`config.mk`:
```
export PLATFORM = sky130hd
export DESIGN_NAME = wake_mode_seq
export DESIGN_NICKNAME = d
export VERILOG_FILES = /design/src/rtl/wms_pkg.sv /design/src/rtl/wms_datapath.sv /design/src/rtl/wms_control.sv /design/src/rtl/wake_mode_seq.sv
export SDC_FILE = /design/constraint.sdc
export NUM_CORES = 1
export LEC_CHECK = 0
export BUFFER_PORTS_ARGS = -buffer_cell sky130_fd_sc_hd__clkbuf_2
export CAP_MARGIN = 0
export CORE_MARGIN = 2
export CORE_UTILIZATION = 35
export DETAILED_ROUTE_END_ITERATION = 10
export GPL_TIMING_DRIVEN = 1
export PLACE_DENSITY = 0.51
export SLEW_MARGIN = 20
export SYNTH_ARGS = -nofsm -noshare
export SYNTH_HDL_FRONTEND = slang
export SYNTH_HIERARCHICAL = 1
export SYNTH_SLANG_ARGS = --single-unit
```
`constraint.sdc`:
```
create_clock -name clk -period 5.5 [get_ports clk]
set_clock_uncertainty 0.05 [all_clocks]
set_input_delay 0.55 -clock clk [delete_from_list [all_inputs] [get_ports clk]]
set_output_delay 0.55 -clock clk [all_outputs]
set_load 0.05 [all_outputs]
```
`src/rtl/wms_pkg.sv`:
```
package wms_pkg;
  typedef enum logic [1:0] {
    MODE_SLEEP   = 2'b00,
    MODE_STANDBY = 2'b01,
    MODE_NORMAL  = 2'b10
  } wmsMode_t;

  localparam logic [1:0] SENSE_DEFAULT = 2'b11;
  localparam logic [1:0] MODE_RSVD     = 2'b11;

  typedef struct packed {
    logic winStart;
    logic winCancel;
  } winStrobes_t;
endpackage

```
`src/rtl/wms_datapath.sv`:
```
module wms_datapath
  import wms_pkg::*;
#(
  parameter int WIN_MS = 240000
) (
  input  logic        clk,
  input  logic        rstN,
  input  logic        wakePin,
  input  logic [1:0]  wakeSense,
  input  logic        msTick,
  input  winStrobes_t strobes,
  output logic        wakeEdge,
  output logic        winExpire,
  output logic        winActive
);
  localparam int CW = (WIN_MS > 2) ? $clog2(WIN_MS) : 1;
  localparam logic [CW-1:0] LAST = CW'(WIN_MS - 1);

  logic syncA, syncB, syncPrev;
  logic [CW-1:0] winCnt;
  logic riseSeen, fallSeen, lastTick;

  always_ff @(posedge clk or negedge rstN) begin
    if (!rstN) begin
      syncA    <= 1'b0;
      syncB    <= 1'b0;
      syncPrev <= 1'b0;
    end else begin
      syncA    <= wakePin;
      syncB    <= syncA;
      syncPrev <= syncB;
    end
  end

  assign riseSeen = syncB & ~syncPrev;
  assign fallSeen = ~syncB & syncPrev;
  assign wakeEdge = (wakeSense[0] & riseSeen) | (wakeSense[1] & fallSeen);

  assign lastTick  = winActive && msTick && (winCnt == LAST);
  assign winExpire = lastTick && !strobes.winStart && !strobes.winCancel;

  always_ff @(posedge clk or negedge rstN) begin
    if (!rstN) begin
      winActive <= 1'b1;
      winCnt    <= '0;
    end else if (strobes.winStart) begin
      winActive <= 1'b1;
      winCnt    <= '0;
    end else if (strobes.winCancel || lastTick) begin
      winActive <= 1'b0;
      winCnt    <= '0;
    end else if (winActive && msTick) begin
      winCnt <= winCnt + 1'b1;
    end
  end

  AST_NO_OVERFLOW: assert property (@(posedge clk) disable iff (!rstN)
    winCnt <= LAST);
  AST_CANCEL_STOPS: assert property (@(posedge clk) disable iff (!rstN)
    strobes.winCancel && !strobes.winStart |=> !winActive);
  AST_START_RUNS: assert property (@(posedge clk) disable iff (!rstN)
    strobes.winStart |=> winActive && winCnt == '0);
endmodule

```
`src/rtl/wms_control.sv`:
```
module wms_control
  import wms_pkg::*;
(
  input  logic        clk,
  input  logic        rstN,
  input  logic        hostAccess,
  input  logic        cfgWe,
  input  logic [1:0]  cfgWakeSense,
  input  logic [1:0]  cfgModeSel,
  input  logic        cfgSweDis,
  input  logic        cfgInhDis,
  input  logic        cfgDevReset,
  input  logic        wakeEdge,
  input  logic        winExpire,
  output winStrobes_t strobes,
  output wmsMode_t    mode,
  output logic [1:0]  wakeSense,
  output logic        inhDis,
  output logic        wakeReq
);
  logic softRst, cfgWrite, wakeFire, sweDis;

  assign softRst  = cfgWe && cfgDevReset;
  assign cfgWrite = cfgWe && !cfgDevReset;
  assign wakeFire = (mode == MODE_SLEEP) && wakeEdge && !cfgWe;

  assign strobes.winStart  = softRst || (wakeFire && !sweDis);
  assign strobes.winCancel = hostAccess || cfgWe;

  always_ff @(posedge clk or negedge rstN) begin
    if (!rstN) begin
      mode      <= MODE_STANDBY;
      wakeSense <= SENSE_DEFAULT;
      sweDis    <= 1'b0;
      inhDis    <= 1'b0;
      wakeReq   <= 1'b0;
    end else if (softRst) begin
      mode      <= MODE_STANDBY;
      wakeSense <= SENSE_DEFAULT;
      sweDis    <= 1'b0;
      inhDis    <= 1'b0;
      wakeReq   <= 1'b0;
    end else begin
      if (cfgWrite) begin
        wakeSense <= cfgWakeSense;
        sweDis    <= cfgSweDis;
        inhDis    <= cfgInhDis;
        if (cfgModeSel != MODE_RSVD) mode <= wmsMode_t'(cfgModeSel);
      end else if (winExpire) begin
        mode <= MODE_SLEEP;
      end else if (wakeFire) begin
        mode <= MODE_STANDBY;
      end
      if (wakeFire)                 wakeReq <= 1'b1;
      else if (hostAccess || cfgWe) wakeReq <= 1'b0;
    end
  end

  AST_RSVD_KEEP: assert property (@(posedge clk) disable iff (!rstN)
    cfgWrite && cfgModeSel == MODE_RSVD |=> mode == $past(mode));
  AST_WAKE_FROM_SLEEP: assert property (@(posedge clk) disable iff (!rstN)
    $rose(wakeReq) |-> $past(mode) == MODE_SLEEP);
  AST_EXPIRE_SLEEP: assert property (@(posedge clk) disable iff (!rstN)
    winExpire |=> mode == MODE_SLEEP);
  AST_SOFT_DEFAULTS: assert property (@(posedge clk) disable iff (!rstN)
    softRst |=> mode == MODE_STANDBY && wakeSense == SENSE_DEFAULT && !inhDis && !wakeReq);
endmodule

```
`src/rtl/wake_mode_seq.sv`:
```
module wake_mode_seq
  import wms_pkg::*;
#(
  parameter int WIN_MS = 240000
) (
  input  logic       clk,
  input  logic       rstN,
  input  logic       msTick,
  input  logic       wakePin,
  input  logic       hostAccess,
  input  logic       cfgWe,
  input  logic [1:0] cfgWakeSense,
  input  logic [1:0] cfgModeSel,
  input  logic       cfgSweDis,
  input  logic       cfgInhDis,
  input  logic       cfgDevReset,
  output logic [1:0] curMode,
  output logic       wakeReq,
  output logic       inhEn,
  output logic       windowActive
);
  winStrobes_t strobes;
  wmsMode_t    mode;
  logic [1:0]  wakeSense;
  logic        inhDis, wakeEdge, winExpire;

  wms_control u_control (
    .clk(clk), .rstN(rstN), .hostAccess(hostAccess), .cfgWe(cfgWe),
    .cfgWakeSense(cfgWakeSense), .cfgModeSel(cfgModeSel), .cfgSweDis(cfgSweDis),
    .cfgInhDis(cfgInhDis), .cfgDevReset(cfgDevReset), .wakeEdge(wakeEdge),
    .winExpire(winExpire), .strobes(strobes), .mode(mode), .wakeSense(wakeSense),
    .inhDis(inhDis), .wakeReq(wakeReq)
  );

  wms_datapath #(.WIN_MS(WIN_MS)) u_datapath (
    .clk(clk), .rstN(rstN), .wakePin(wakePin), .wakeSense(wakeSense),
    .msTick(msTick), .strobes(strobes), .wakeEdge(wakeEdge),
    .winExpire(winExpire), .winActive(windowActive)
  );

  assign curMode = mode;
  assign inhEn   = (mode != MODE_SLEEP) && !inhDis;

  AST_INH_SLEEP_OFF: assert property (@(posedge clk) disable iff (!rstN)
    curMode == 2'b00 |-> !inhEn);
endmodule

```
==> impl_metrics.ini <==
[grt]
grt-ovfl-total = 0
grt_max_degree = 30
grt_pass1_wl_um = 5140
grt_pass1_vias = 1117
antenna_found_initial = 0
gr-usage-all-layers = 0.136

[run_status]
status = completed

[clock_network]
hold_buffers = 0
cts.htree.levels = 2
cts-resized-gates = 0
post_cts_buffers = 0
cts-root-buf = clkbuf_8
clk_pin_slew_ns = 0.07
cts_buffers = 5
cts_sinks = 29
cts_buffer_depth = 2
cts_tree = yes
clk_latency_ns = 0.28

[power]
p_per_area_nw_per_um2 = 268
vdd_drop_max_v = 0.000132
p_total_uw = 462
p_leak_nw = 0.706

[setup_path]
cp_slowest_stage_delay_ns = 0.67
crit_path_max_fanout = 8
startpoint_type = flip-flop
r2r-start = u_datapath/winActive
r2r_end = u_datapath/winCnt[14]
worstPathArrival_ns = 2.34
reg2reg_depth = 4
crit_slowest_cell = or4_1
worstPathCellList = nand3_1 > or4_1 > or3_1 > a21oi_1
regToRegSetupSlack_ns = 3.31
required_ns = 5.65
worstSetupEndpointType = flip-flop
critical_path_class = reg -> reg

[yosys]
synth_top_area_frac = 0.417
synthFlopType = dfrtp_1
synth_compound_area_frac = 0.112
avgSynthCellArea_um2 = 9.87
postSynthCellCount = 152
ys_ff_latch = 29
synth_top_family_by_area = simple AND/OR/NAND/NOR gates
synthMuxAreaShare = 0
synth.net_count = 166
synthArstFlopShare = 1.00
yosys-top-cells-area = dfrtp_1, dfstp_2, nor2_1
synth_edf_count = 0
yosysMostFrequentCell = dfrtp_1
syn_area_um2 = 1500
yosys.area_share.simple = 0.283
ys_top_cells_by_count = dfrtp_1, nor2_1, nand2_1
yosys.area_share.xor_xnor = 0.0759
ys_seq_area_frac = 0.487
synthAdderAreaFrac = 0.00834
synth_top_area_cell = dfrtp_1
yosysWarnings = 6
synth_cell_types = 38

[flow_run]
cap_violations = 0

[place]
hpwl_um = 2140
place.gp.congestion = 0.739
io_buffers = 17

[sta]
period_minus_slack_ns = 2.19
grt_setup_unrepaired = no
setup_violations = 0
worst_slew_pin_slew_ns = 0.709
fmax_ghz = 0.456
final_hold_viol_count = 0
setup_tns_ns = 0
slew_violations = 0
period_share = 0.398
slew_headroom = 0.527

[die]
fp.dieArea_um2 = 4830
core_um2 = 4060
io_pins = 18
initial_core_util = 0.370
die_x_um = 69.5
die_y_um = 69.5
rows = 23

[routing]
drtIter0Drc = 62
vias_per_cell = 5.25
wirelength_um = 3010
ant_nets = 0
dr.pass1.iters = 4
wire_per_inst_um = 13.5
vias = 1165
remaining_drc_errors = 0

[layout]
nets = 185
num_antenna_cells = 0
drive_above_1_share = 0.221
synthToLayoutAreaGrowth_pct = 14.9

[hold_path]
hp-class = in -> async
==> flip-flops by register name, indices dropped and copies added (netlist names) <==
name                  cells
u_datapath/winActive      1
u_datapath/winCnt        18
u_datapath/syncA          1
u_datapath/syncPrev       1
u_control/wakeSense       2
u_control/sweDis          1
u_control/wakeReq         1
u_datapath/syncB          1
u_control/mode            2
u_control/inhDis          1
==> report_power, final <==
group / switching, mW / internal (mW) / total (mW)
Clock: 0.0792 / 0.113 / 0.192
Combinational: 0.0293 / 0.0144 / 0.0437
Sequential: 0.00486 / 0.221 / 0.226
Total: 0.113 / 0.348 / 0.462
==> routing by layer <==
metal,part of all wire,up-vias,routed length (um),global-route usage
met5,0,-,0,0
met4,0.018,0,53,0.0654
met3,0.044,6,131,0.0480
met2,0.47,22,1410,0.217
met1,0.47,563,1410,0.164
li1,-,574,-,-
==> critical path: cells and delay by family (launching register included) <==
family,cells,cell delay [ns]
AND/OR/NAND/NOR,3,1.32
flip-flops,1,0.59
AO/OA/AOI/OAI,1,0.14
==> cell type report <==
cell class                 count  area [um^2]
inverter                       7         26.3
fill                         395         2330
multi-input combinational    111          718
sequential                    29          731
clock buffer                   7         96.3
clock inverter                 1         5.00
timing repair buffer          17         85.1
tap                           50         62.6
==> cell families after synthesis <==
logic type,after synthesis
adders and majority gates,1
xor gates and xnor gates,13
AOI/OAI and AO/OA,23
buffers and inverters,12
DFF,29
and+or+nand+nor,74
==> per-stage QoR <==
| stage | cell area, um^2 | utilization | std cells | hold WS, ns | worst slack (ns) |
|---|---|---|---|---|---|
| detailed placement | 1620 | 0.400 | 214 | 0.287 | 3.24 |
| global placement | 1620 | 0.400 | 214 | 0.294 | 3.29 |
| global route | 1720 | 0.425 | 222 | 0.303 | 3.15 |
| finish | 1720 | 0.425 | 222 | 0.255 | 3.31 |
| CTS | 1720 | 0.425 | 222 | 0.285 | 3.28 |
| floorplan | 1500 | - | 152 | 0.204 | 3.31 |
==> worst max-delay path by stage <==
stage / start / endpoint / slack, ns
2_1_floorplan: u_datapath/winActive / u_datapath/winCnt[14] / 3.31
3_3_place_gp: msTick / u_datapath/winCnt[14] / 3.29
3_5_place_dp: msTick / u_datapath/winCnt[14] / 3.24
4_1_cts: u_control/wakeSense[0] / u_datapath/winCnt[11] / 3.28
5_1_grt: u_control/wakeSense[0] / u_datapath/winCnt[12] / 3.15
6_report: u_datapath/winActive / u_datapath/winCnt[14] / 3.31
==> layout by cell type, fill, tap and decap left out, drive strengths merged, types with 2 or more instances in the layout <==
| master | count |
|---|---|
| a21oi | 9 |
| clkbuf | 24 |
| dfrtp | 25 |
| dfstp | 4 |
| inv | 7 |
| nand2 | 13 |
| nand2b | 4 |
| nand3 | 8 |
| nand4 | 6 |
| nor2 | 19 |
| nor2b | 2 |
| nor3 | 4 |
| nor3b | 2 |
| nor4 | 6 |
| o21ai | 6 |
| o31ai | 3 |
| or3 | 2 |
| or4 | 4 |
| xnor2 | 8 |
| xor2 | 5 |
No activity file was read; power rests on OpenSTA's default activity.
